## config.mk

```make
export PLATFORM = sky130hd
export DESIGN_NAME = hostmsg_decoder
export DESIGN_NICKNAME = d
export VERILOG_FILES = /design/src/rtl/hostmsg_pkg.sv /design/src/rtl/hostmsg_parser.sv /design/src/rtl/hostmsg_ind.sv /design/src/rtl/hostmsg_decoder.sv
export SDC_FILE = /design/constraint.sdc
export NUM_CORES = 1
export LEC_CHECK = 0
export ABC_AREA = 1
export CAP_MARGIN = 0
export CORE_ASPECT_RATIO = 1.2
export CORE_MARGIN = 3
export CORE_UTILIZATION = 43
export CTS_BUF_LIST = sky130_fd_sc_hd__clkbuf_16
export DETAILED_ROUTE_END_ITERATION = 10
export DONT_BUFFER_PORTS = 1
export GPL_TIMING_DRIVEN = 0
export PLACE_DENSITY = 0.66
export SLEW_MARGIN = 20
export SYNTH_ARGS = -nofsm -noshare
export SYNTH_HDL_FRONTEND = slang
export SYNTH_SLANG_ARGS = --single-unit
```

## constraint.sdc

```tcl
create_clock -name clk -period 7.21 [get_ports clk]
set_input_delay 0.3605 -clock clk [delete_from_list [all_inputs] [get_ports clk]]
set_output_delay 0.3605 -clock clk [all_outputs]
set_load 0.05 [all_outputs]
```

## src/rtl/hostmsg_pkg.sv

```systemverilog
package hostmsg_pkg;
  localparam logic [7:0] OP_DNLD = 8'h00;
  localparam logic [7:0] OP_EXEC = 8'h01;
  localparam logic [7:0] OP_PKT  = 8'h02;
  localparam logic [7:0] OP_RST  = 8'h03;
  localparam logic [7:0] OP_NOP  = 8'h05;
  localparam logic [7:0] OP_RET  = 8'h11;
  localparam logic [7:0] OP_ERR  = 8'h12;

  localparam logic [15:0] ERR_OPCODE = 16'h0001;
  localparam logic [15:0] ERR_LENGTH = 16'h0002;

  typedef enum logic [3:0] {
    PS_HDR, PS_ID, PS_PAY, PS_MCB, PS_NW, PS_ADR, PS_DAT, PS_MCA, PS_ERR
  } pstate_t;

  function automatic logic op_known(input logic [7:0] op);
    return (op == OP_DNLD) || (op == OP_EXEC) || (op == OP_PKT) ||
           (op == OP_RST)  || (op == OP_NOP);
  endfunction

  function automatic logic [7:0] op_min_len(input logic [7:0] op);
    case (op)
      OP_EXEC, OP_RST: return 8'd3;
      OP_PKT, OP_NOP:  return 8'd2;
      default:         return 8'd0;
    endcase
  endfunction

  function automatic logic [15:0] ind_hdr(input logic [7:0] op, input logic [7:0] len);
    return {op, len};
  endfunction
endpackage

```

## src/rtl/hostmsg_parser.sv

```systemverilog
module hostmsg_parser
  import hostmsg_pkg::*;
#(
  parameter int AW  = 10,
  parameter int MCW = 16
) (
  input  logic           clk,
  input  logic           rst_n,
  input  logic           in_valid,
  input  logic [15:0]    in_data,
  output logic           in_ready,
  output logic           ram_we,
  output logic [AW-1:0]  ram_addr,
  output logic [15:0]    ram_wdata,
  output logic [MCW-1:0] mc_cfg,
  output logic [7:0]     cmd_op,
  output logic [15:0]    cmd_id,
  output logic           cmd_word_valid,
  output logic [15:0]    cmd_word,
  output logic           cmd_done,
  output logic           err_valid,
  output logic [15:0]    err_id,
  output logic [15:0]    err_code,
  input  logic           err_ack
);
  pstate_t       st;
  logic [7:0]    op_q, len_q;
  logic [15:0]   id_q, cnt;
  logic [AW-1:0] addr_q;
  logic          acc;

  assign acc       = in_valid && in_ready;
  assign in_ready  = (st != PS_ERR);
  assign err_valid = (st == PS_ERR);
  assign err_id    = id_q;

  always_ff @(posedge clk) begin
    if (!rst_n) begin
      st <= PS_HDR; op_q <= '0; len_q <= '0; id_q <= '0; cnt <= '0;
      addr_q <= '0; ram_we <= 1'b0; ram_addr <= '0; ram_wdata <= '0;
      mc_cfg <= '0; cmd_op <= '0; cmd_id <= '0; cmd_word_valid <= 1'b0;
      cmd_word <= '0; cmd_done <= 1'b0; err_code <= '0;
    end else begin
      ram_we         <= 1'b0;
      cmd_word_valid <= 1'b0;
      cmd_done       <= 1'b0;
      case (st)
        PS_HDR: if (acc) begin
          op_q  <= in_data[15:8];
          len_q <= in_data[7:0];
          st    <= PS_ID;
        end
        PS_ID: if (acc) begin
          id_q <= in_data;
          if (op_q == OP_DNLD) st <= PS_MCB;
          else if (!op_known(op_q)) begin
            err_code <= ERR_OPCODE; st <= PS_ERR;
          end else if (len_q < op_min_len(op_q)) begin
            err_code <= ERR_LENGTH; st <= PS_ERR;
          end else begin
            cmd_op <= op_q;
            cmd_id <= in_data;
            cnt    <= {8'd0, len_q} - 16'd2;
            if (len_q == 8'd2) begin
              cmd_done <= 1'b1; st <= PS_HDR;
            end else st <= PS_PAY;
          end
        end
        PS_PAY: if (acc) begin
          cmd_word_valid <= 1'b1;
          cmd_word       <= in_data;
          cnt            <= cnt - 16'd1;
          if (cnt == 16'd1) begin
            cmd_done <= 1'b1; st <= PS_HDR;
          end
        end
        PS_MCB: if (acc) begin
          mc_cfg <= in_data[MCW-1:0]; st <= PS_NW;
        end
        PS_NW: if (acc) begin
          cnt <= in_data; st <= PS_ADR;
        end
        PS_ADR: if (acc) begin
          addr_q <= in_data[AW-1:0];
          st     <= (cnt == 16'd0) ? PS_MCA : PS_DAT;
        end
        PS_DAT: if (acc) begin
          ram_we    <= 1'b1;
          ram_addr  <= addr_q;
          ram_wdata <= in_data;
          addr_q    <= addr_q + AW'(1);
          cnt       <= cnt - 16'd1;
          if (cnt == 16'd1) st <= PS_MCA;
        end
        PS_MCA: if (acc) begin
          mc_cfg <= in_data[MCW-1:0]; st <= PS_HDR;
        end
        PS_ERR: if (err_ack) st <= PS_HDR;
        default: st <= PS_HDR;
      endcase
    end
  end

  AST_ADDR_STEP: assert property (@(posedge clk) disable iff (!rst_n)
    ram_we && $past(ram_we) |-> ram_addr == $past(ram_addr) + AW'(1));
  AST_MC_HELD: assert property (@(posedge clk) disable iff (!rst_n)
    ram_we && $past(ram_we) |-> $stable(mc_cfg));
  AST_WE_CMD_EXCL: assert property (@(posedge clk) disable iff (!rst_n)
    !(ram_we && (cmd_word_valid || cmd_done)));
endmodule

```

## src/rtl/hostmsg_ind.sv

```systemverilog
module hostmsg_ind
  import hostmsg_pkg::*;
#(
  parameter int DEPTH = 8
) (
  input  logic        clk,
  input  logic        rst_n,
  input  logic        ret_push,
  input  logic [15:0] ret_word,
  input  logic        ret_commit,
  input  logic [15:0] ret_proc,
  input  logic [15:0] ret_id,
  output logic        ret_ready,
  input  logic        err_valid,
  input  logic [15:0] err_id,
  input  logic [15:0] err_code,
  output logic        err_ack,
  output logic        out_valid,
  output logic [15:0] out_data,
  input  logic        out_read
);
  localparam int PW   = $clog2(DEPTH);
  localparam int LW   = $clog2(DEPTH + 1);
  localparam int VMAX = DEPTH - 3;

  logic [15:0]   buf_q [DEPTH];
  logic          draining;
  logic [PW-1:0] rd_ptr;
  logic [LW-1:0] len_q, fill;
  logic [PW-1:0] wr_idx;
  logic          do_commit, do_push, last_rd;

  assign ret_ready = !draining;
  assign err_ack   = err_valid && !draining && (fill == '0) && !ret_push && !ret_commit;
  assign out_valid = draining;
  assign out_data  = buf_q[rd_ptr];
  assign wr_idx    = PW'(fill + LW'(3));
  assign do_commit = !draining && ret_commit;
  assign do_push   = !draining && !ret_commit && ret_push && (fill < LW'(VMAX));
  assign last_rd   = (LW'(rd_ptr) + LW'(1)) == len_q;

  always_ff @(posedge clk) begin
    if (!rst_n) begin
      draining <= 1'b0; rd_ptr <= '0; len_q <= '0; fill <= '0;
    end else if (draining) begin
      if (out_read) begin
        if (last_rd) begin
          draining <= 1'b0; rd_ptr <= '0;
        end else rd_ptr <= rd_ptr + PW'(1);
      end
    end else if (do_commit) begin
      len_q <= fill + LW'(3); fill <= '0; draining <= 1'b1;
    end else if (do_push) begin
      fill <= fill + LW'(1);
    end else if (err_ack) begin
      len_q <= LW'(3); draining <= 1'b1;
    end
  end

  always_ff @(posedge clk) begin
    if (do_commit) begin
      buf_q[0] <= ind_hdr(OP_RET, 8'(fill) + 8'd3);
      buf_q[1] <= ret_id;
      buf_q[2] <= ret_proc;
    end else if (do_push) begin
      buf_q[wr_idx] <= ret_word;
    end else if (err_ack) begin
      buf_q[0] <= ind_hdr(OP_ERR, 8'd3);
      buf_q[1] <= err_id;
      buf_q[2] <= err_code;
    end
  end

  AST_OUT_HOLD: assert property (@(posedge clk) disable iff (!rst_n)
    out_valid && !out_read |=> out_valid && $stable(out_data));
  AST_IND_HDR: assert property (@(posedge clk) disable iff (!rst_n)
    $rose(out_valid) |-> (out_data[15:8] == OP_RET) || (out_data[15:8] == OP_ERR));
  AST_ERR_LEN: assert property (@(posedge clk) disable iff (!rst_n)
    $rose(out_valid) && out_data[15:8] == OP_ERR |-> out_data[7:0] == 8'd3);
endmodule

```

## src/rtl/hostmsg_decoder.sv

```systemverilog
module hostmsg_decoder
  import hostmsg_pkg::*;
#(
  parameter int AW        = 10,
  parameter int MCW       = 16,
  parameter int IND_DEPTH = 8
) (
  input  logic           clk,
  input  logic           rst_n,
  input  logic           in_valid,
  input  logic [15:0]    in_data,
  output logic           in_ready,
  output logic           out_valid,
  output logic [15:0]    out_data,
  input  logic           out_read,
  output logic           ram_we,
  output logic [AW-1:0]  ram_addr,
  output logic [15:0]    ram_wdata,
  output logic [MCW-1:0] mc_cfg,
  output logic [7:0]     cmd_op,
  output logic [15:0]    cmd_id,
  output logic           cmd_word_valid,
  output logic [15:0]    cmd_word,
  output logic           cmd_done,
  input  logic           ret_push,
  input  logic [15:0]    ret_word,
  input  logic           ret_commit,
  input  logic [15:0]    ret_proc,
  input  logic [15:0]    ret_id,
  output logic           ret_ready
);
  logic        err_valid, err_ack;
  logic [15:0] err_id, err_code;

  hostmsg_parser #(.AW(AW), .MCW(MCW)) u_parser (
    .clk, .rst_n, .in_valid, .in_data, .in_ready,
    .ram_we, .ram_addr, .ram_wdata, .mc_cfg,
    .cmd_op, .cmd_id, .cmd_word_valid, .cmd_word, .cmd_done,
    .err_valid, .err_id, .err_code, .err_ack
  );

  hostmsg_ind #(.DEPTH(IND_DEPTH)) u_ind (
    .clk, .rst_n, .ret_push, .ret_word, .ret_commit, .ret_proc, .ret_id,
    .ret_ready, .err_valid, .err_id, .err_code, .err_ack,
    .out_valid, .out_data, .out_read
  );

  AST_ERR_STALL: assert property (@(posedge clk) disable iff (!rst_n)
    err_valid && out_valid |=> !in_ready);
endmodule

```

==> reports/results.txt, run 1 <==
via density per instance = 5.50
commonest non-fill, non-tap cells in the layout = 230 x nor2_1, 187 x o21ai_0, 164 x dfxtp_1
Horiz. Die Dim = 164 um
synthesized instance count = 1502
ratio of total power to cell area = 330 nW/um^2
setup TNS = 0 ps
number of nets in the layout = 1665
run status = complete, no violations
wire length of the first global-routing pass = 61300 um
WP data required = 7360 ps
final hold vios = 0
fraction of the mapped netlist area in compound gates = 0.181
starting DRC count in detailed routing = 850
total iterations of the first detailed-routing run = 5
layout filler cell count = 2741
final setup vio count = 0
cell occurring most often along the worst timing path = nand2_1
synth warn = 0
Residual DRC = 0
vias in the first global route = 10600
top fanout value on the critical path = 16
worst ir drop on vdd = 0.181 mV
final core utilization = 0.514
Non-Filler Cell Area, Final = 15000 sq um
Clock Latency Late Sink = 580 ps
number of levels in the clock H-tree = 1
Cell Chain, Critical Path = inv_1 > nand4_1 > nor2_1 > nand2_1 > clkbuf_1 > nand2_1
Setup crit end kind = flop
number of top-level design ports = 174
Placeable Area = 29100 sq um
endpoint of the worst-slack reg-to-reg timing path = u_ind.buf_q[0][12]
# rows = 68
EDFF count, synth = 128
combined area of all synthesized cells = 12800 sq um
Net Count, Synth = 1581
Clock Root Buffer = clkbuf_16
path type of the worst setup path = reg -> reg
pins over their slew limit = 0
mean routed wirelength per cell = 20.0 um
maximum number of pins on one net before global-route repair = 17
Main synth FF type = dfxtp_1
Die ar. = 32000 sq um
critical path launch point = u_ind.out_valid
Max Fclk = 0.294 GHz
fraction of the mapped netlist area in adder cells = 0.00877
data arrival at the endpoint of the critical path = 3550 ps
combinational family with the most area after synthesis = compound AO/OA/AOI/OAI gates
Setup Buffers After CTS = 0
DPL Wire Length = 28200 um
global-route congestion overflow total = 0
Final Routed Wirelength = 40000 um
total number of cells along the worst setup path = 6
Critical Path Max Stage Delay = 720 ps
clock-pin transition on the worst setup and hold timing paths = 60 ps
fraction of the yosys area taken by sequential cells = 0.555
origin of the critical flop-to-flop path = u_ind.out_valid
Placed Instance Area = 13500 sq um
max_cap viols = 0
Distinct cells, synth = 45
count of placed standard cells including taps = 1892
most common library cell in the layout ignoring fill and taps = nor2_1
effective utilization at floorplan = 0.441
count of clock tree sinks = 292
kind of launch point of the worst setup path = flop
antenna violations before repair = 2
Worst Tran Pin Value = 852 ps
simple-gate portion of the synthesized area = 0.171
RSZ-0062 raised after global routing = false
leakage power = 5.51 nW
final weighted congestion in routability-driven placement = 0.925
post-CTS sizing = 0
die boundary height = 195 um
fin crit share = 0.472
cells on worst reg2reg path = 6
worst slew margin relative to its limit = 0.432
capturing instance or port of the critical path = u_ind.buf_q[0][12]
class of the most critical hold timing path = in -> reg
setup skew after layout = 11.9 ps
cell family with most CP delay = simple AND/OR/NAND/NOR gates
mean instance size in the synthesized netlist = 8.55 sq um
share of the synthesized netlist area taken by xor and xnor gates = 0.00955
Area growth syn-to-layout = 16.5%
fraction of synthesized area in multiplexers = 0
number of buffers between clock root and the deepest sink = 3
antenna viol nets, final = 0
Min Clock Period, post-route = 3400 ps
setup slack on the worst flop-to-flop path = 3810 ps
number of buffers added on ports = 0
vias = 11000
Worst Path Buf+Inv = 2
final standard cell count with taps included and fillers excluded = 2001
cell at the slowest stage of the critical path = dfxtp_1
fraction of synthesis flops using an asynchronous set or reset pin = 0
share of cells above drive strength 1 = 0.0813
flip-flop and latch count after synthesis = 292
clock tree from TritonCTS = yes
total global routing track utilization = 0.243
number of buffers inserted during clock tree synthesis = 31
synth_stat cells (11+ instances only):
| master | number | area, sq um |
|---|---|---|
| xor2_1 | 11 | 96.3 |
| edfxtp_1 | 128 | 3840 |
| nand2_1 | 153 | 574 |
| o21ai_0 | 187 | 936 |
| o211ai_1 | 17 | 128 |
| dfxtp_1 | 164 | 3280 |
| nand3_1 | 82 | 410 |
| buf_2 | 19 | 95.1 |
| o21ai_1 | 24 | 120 |
| a31oi_1 | 20 | 125 |
| clkbuf_1 | 55 | 206 |
| o22ai_1 | 19 | 119 |
| a21oi_1 | 151 | 756 |
| inv_1 | 150 | 563 |
| nor2_1 | 234 | 878 |
worst min-delay path by stage:
stage,startpoint,endpoint,cells after the start
6_report,in_data[2],u_parser.err_id[2],2
5_1_grt,in_data[2],u_parser.err_id[2],2
4_1_cts,ret_proc[3],u_ind.buf_q[2][3],2
3_5_place_dp,u_parser.op_q[7],u_parser.op_q[7],2
3_3_place_gp,u_parser.op_q[5],u_parser.op_q[5],2
2_1_floorplan,u_parser.op_q[4],u_parser.op_q[4],2
registers in the layout, indices dropped and copies added (netlist names), 10 cells and up, named ones only:
| register | flops |
|---|---|
| u_ind.buf_q | 128 |
| u_parser.mc_cfg | 16 |
| u_parser.addr_q | 10 |
| u_parser.ram_wdata | 16 |
| u_parser.cmd_id | 16 |
| u_parser.cnt | 16 |
| u_parser.cmd_word | 16 |
| u_parser.ram_addr | 10 |
| u_parser.err_id | 16 |
per-stage QoR:
stage	total power, mW	hold WS (ps)	worst slack [ps]
after floorplan	3.07	424	4230
after global placement	3.33	433	3320
after detailed placement	3.36	441	3770
after CTS	4.95	1.27	3760
after global routing	5.20	4.74	3550
final	4.94	14.0	3810
final cells by class:
class | count | area, sq um | share of cell area
plain buffers | 80 | 339 | 0.0227
inverters | 162 | 616 | 0.0411
clock inverters | 26 | 195 | 0.0130
clock buffers | 32 | 801 | 0.0535
well taps | 385 | 482 | 0.0322
flip-flops and latches | 292 | 7130 | 0.476
multi-input cells | 968 | 4880 | 0.326
diodes | 5 | 12.5 | 0.000836
repair buffers | 51 | 513 | 0.0343
repair_timing:
action,in CTS,in global routing
hold endpoints to repair,182,0
hold buffers,46,0
endpoints found under the setup margin,0,0
where the power goes:
group / switching, mW / internal (mW) / leakage [nW]
sequential: 0.207 / 1.89 / 2.51
combinational: 0.869 / 0.416 / 2.47
clock: 0.675 / 0.880 / 0.532
cells by family (layout without fill, tap and decap cells):
family / count (synthesis) / count (layout)
AND/OR/NAND/NOR: 512 / 512
AO/OA/AOI/OAI: 433 / 433
flip-flops: 292 / 292
buffers and inverters: 242 / 351
XOR/XNOR: 14 / 14
adder cells (fa/ha/maj): 9 / 9
other: 0 / 5
per-layer routing:
layer,up-vias,global-route usage,part of all wire
li1,5276,-,-
met3,93,0.0533,0.089
met2,439,0.423,0.49
met5,-,0,0.00030
met4,2,0.0856,0.035
met1,5195,0.296,0.38
No activity file was read; power rests on OpenSTA's default activity.
==> inputs of run 2 (changes only) <==
--- a/config.mk
+++ b/config.mk
@@ -5,7 +5,7 @@
 export SDC_FILE = /design/constraint.sdc
 export NUM_CORES = 1
 export LEC_CHECK = 0
-export ABC_AREA = 1
+export ABC_AREA = 0
 export CAP_MARGIN = 0
 export CORE_ASPECT_RATIO = 1.2
 export CORE_MARGIN = 3
==> constraint.sdc (replaced) <==
create_clock -name clk -period 3.3 [get_ports clk]
set_input_delay 0.165 -clock clk [delete_from_list [all_inputs] [get_ports clk]]
set_output_delay 0.165 -clock clk [all_outputs]
set_load 0.05 [all_outputs]
==> run 2 against run 1 <==
  * Sequential power is 97% higher
  * Sequential share of layout area is 0.27 points higher
  * Via count is 11% lower
  * Non-clock buffer count is 28 higher
  * Wire length is 5.0% lower
  * Cell count is 13% lower
  * Largest cell class unchanged
  * Global-route usage is 1.1 points lower
  * Critical path type unchanged
  * Synthesized cell count is 19% lower
==> reports/results.txt, run 2 <==
global-route congestion overflow total = 0 (unchanged)
number of buffers inserted during clock tree synthesis = 30 (-3.2%)
most common library cells after synthesis = 316 x nand2_1, 164 x dfxtp_1, 130 x a21oi_1
flip-flop and latch count after synthesis = 292 (unchanged)
Residual DRC = 0 (unchanged)
Setup crit end kind = flop
final hold vios = 0 (unchanged)
Horiz. Die Dim = 163 um (-0.66%)
path type of the worst setup path = reg -> reg
Worst Tran Pin Value = 829 ps (-22.7 ps)
setup skew after layout = 14.3 ps (+2.33 ps)
Die ar. = 31600 sq um (-1.3%)
WP data required = 3500 ps (-3860 ps)
number of top-level design ports = 174 (unchanged)
Clock Root Buffer = clkbuf_16
data arrival at the endpoint of the critical path = 3290 ps (-260 ps)
synthesized instance count = 1224 (-19%)
synth warn = 0 (unchanged)
library cell with the highest instance count after synthesis = nand2_1
final weighted congestion in routability-driven placement = 0.892 (-3.5%)
Min Clock Period, post-route = 3090 ps (-311 ps)
max_cap viols = 0 (unchanged)
final worst setup slack = 209 ps (-3600 ps)
number of nets in the layout = 1407 (-15%)
Area growth syn-to-layout = 17.5%
combined area of all synthesized cells = 12700 sq um (-1.4%)
vias = 9782 (-11%)
wire length of the first global-routing pass = 57300 um (-6.5%)
Net Count, Synth = 1303 (-18%)
cell at the slowest stage of the critical path = dfxtp_1
antenna violations before repair = 5 (+3)
clock tree from TritonCTS = yes
PnR Total Power = 8.80 mW (+78%)
run status = complete, no violations
vias in the first global route = 9709 (-8.5%)
DPL Wire Length = 25900 um (-8.2%)
post-synth top area cell = edfxtp_1
Critical Path Max Stage Delay = 550 ps (-170 ps)
ratio of total power to cell area = 592 nW/um^2 (+79%)
Clock Latency Late Sink = 560 ps (-20 ps)
cell occurring most often along the worst timing path = nor3_2
mean instance size in the synthesized netlist = 10.3 sq um (+21%)
# rows = 68 (unchanged)
top fanout value on the critical path = 16 (unchanged)
class of the most critical hold timing path = in -> reg
largest reg by FF count = u_ind.buf_q
fraction of the yosys area taken by sequential cells = 0.563 (+0.00773)
number of levels in the clock H-tree = 1 (unchanged)
area share of the leading cell type in the synthesized netlist = 0.303 (+0.00417)
pins over their slew limit = 0 (unchanged)
dpl ws = -251 ps (-4020 ps)
number of buffers added on ports = 0 (unchanged)
Placeable Area = 28900 sq um (-0.58%)
worst slew margin relative to its limit = 0.444 (+0.0121)
antenna viol nets, final = 0 (unchanged)
worst ir drop on vdd = 0.419 mV (+130%)
clock-pin transition on the worst setup and hold timing paths = 60 ps (about the same)
die boundary height = 194 um (-0.67%)
cell family with most CP delay = simple AND/OR/NAND/NOR gates
Area contributors post-synth = edfxtp_1 30%, dfxtp_1 26%, nand2_1 9.4%, mux4_2 5.7%, a21oi_1 5.1%
Final Routed Wirelength = 38000 um (-5.0%)
final core utilization = 0.514 (about the same)
effective utilization at floorplan = 0.438 (-0.00350)
commonest non-fill, non-tap cells in the layout = 316 x nand2_1, 164 x dfxtp_1, 130 x a21oi_1
count of clock tree sinks = 292 (unchanged)
most common library cell in the layout ignoring fill and taps = nand2_1
total global routing track utilization = 0.232 (-0.0112)
mean routed wirelength per cell = 21.8 um (+9.3%)
EDFF count, synth = 128 (unchanged)
starting DRC count in detailed routing = 964 (+13%)
Distinct cells, synth = 71 (+58%)
max reg flops = 128 (unchanged)
RSZ-0062 raised after global routing = false
fraction of synthesis flops using an asynchronous set or reset pin = 0 (unchanged)
Max Fclk = 0.324 GHz (+10%)
Main synth FF type = dfxtp_1
leakage power = 5.19 nW (-5.9%)
fin crit share = 0.937 (+0.465)
via density per instance = 5.63 (+2.3%)
number of buffers between clock root and the deepest sink = 3 (unchanged)
maximum number of pins on one net before global-route repair = 17 (unchanged)
Worst Path Buf+Inv = 2 (unchanged)
share of cells above drive strength 1 = 0.126 (+0.0452)
kind of launch point of the worst setup path = flop
total iterations of the first detailed-routing run = 5 (unchanged)
Cell Chain, Critical Path = nor3_2 > nand4_1 > nor3_2 > buf_2 > inv_1 > nand3_2
final setup vio count = 0 (unchanged)
==> run 2: cell count changes in the layout (fill, tap and decap cells not counted), sizes merged, moves of 22 or more <==
| cell | delta |
|---|---|
| nand3 | -65 |
| nor2 | -191 |
| mux4 | +32 |
| inv | -148 |
| nand2 | +154 |
| o21ai | -152 |
| a21oi | -22 |
==> run 2: final cells by class <==
cell class                 count  area (sq um)
fill                        2636         14000
sequential                   292          7130
clock buffer                  30           751
inverter                      15          56.3
antenna                        2          5.00
tap                          385           482
clock inverter                26           201
timing repair buffer          72           716
buffer                        87           445
multi-input combinational    830          5090
==> run 2: cells by family after synthesis <==
logic type / after synthesis / share of synthesized area
AO/OA/AOI/OAI: 253 / 0.118
XOR/XNOR: 21 / 0.0145
adder cells (fa/ha/maj): 9 / 0.00889
buffers and inverters: 102 / 0.0395
flip-flops: 292 / 0.563
multiplexers: 68 / 0.0869
AND/OR/NAND/NOR: 479 / 0.170
==> run 2: worst reg2reg max path: cells and delay by family (launching register included) <==
family | cells | cell delay, ps
simple gates | 4 | 1750
flops | 1 | 550
buf+inv | 2 | 440
==> run 2: power breakdown <==
group / leakage, nW / internal [mW] / total [mW] / switching (mW)
sequential: 2.50 / 3.94 / 4.13 / 0.194
clock: 0.496 / 1.88 / 3.30 / 1.42
combinational: 2.19 / 0.522 / 1.37 / 0.848
==> run 2: layer usage <==
layer | vias to the layer above | GRT usage | wire (um)
li1 | 4556 | - | -
met1 | 4677 | 0.283 | 14300
met2 | 463 | 0.396 | 18600
met3 | 80 | 0.0677 | 3900
met4 | 6 | 0.0721 | 1080
met5 | - | 0 | 33
==> run 2: metrics by stage <==
step	std cells	TNS, ps	area (sq um)	hold WS (ps)
after floorplan	1224	0	12700	264
after global placement	1609	-24460	13100	264
after detailed placement	1617	-4540	13200	264
after CTS	1737	0	14800	4.78
after global routing	1739	0	14900	70.6
final	1739	0	14900	46.6
==> run 2: path summary, 6_finish.rpt <==
kind | from | to | slack [ps] | cells past startpoint
max | u_ind.out_valid | u_ind.buf_q[2][14] | 210 | 6
min reg2reg | u_parser.err_id[2] | u_parser.err_id[2] | 450 | 2
min | ret_push | u_ind.fill[0] | 50 | 2
max reg2reg | u_ind.out_valid | u_ind.buf_q[2][14] | 210 | 6
==> run 2: timing repair <==
action,CTS,global route
hold buffers,64,0
setup buffers,0,0
endpoints found under the hold margin,221,0
resized for setup,2,6
pin swaps,0,0
setup endpoints to repair,32,42
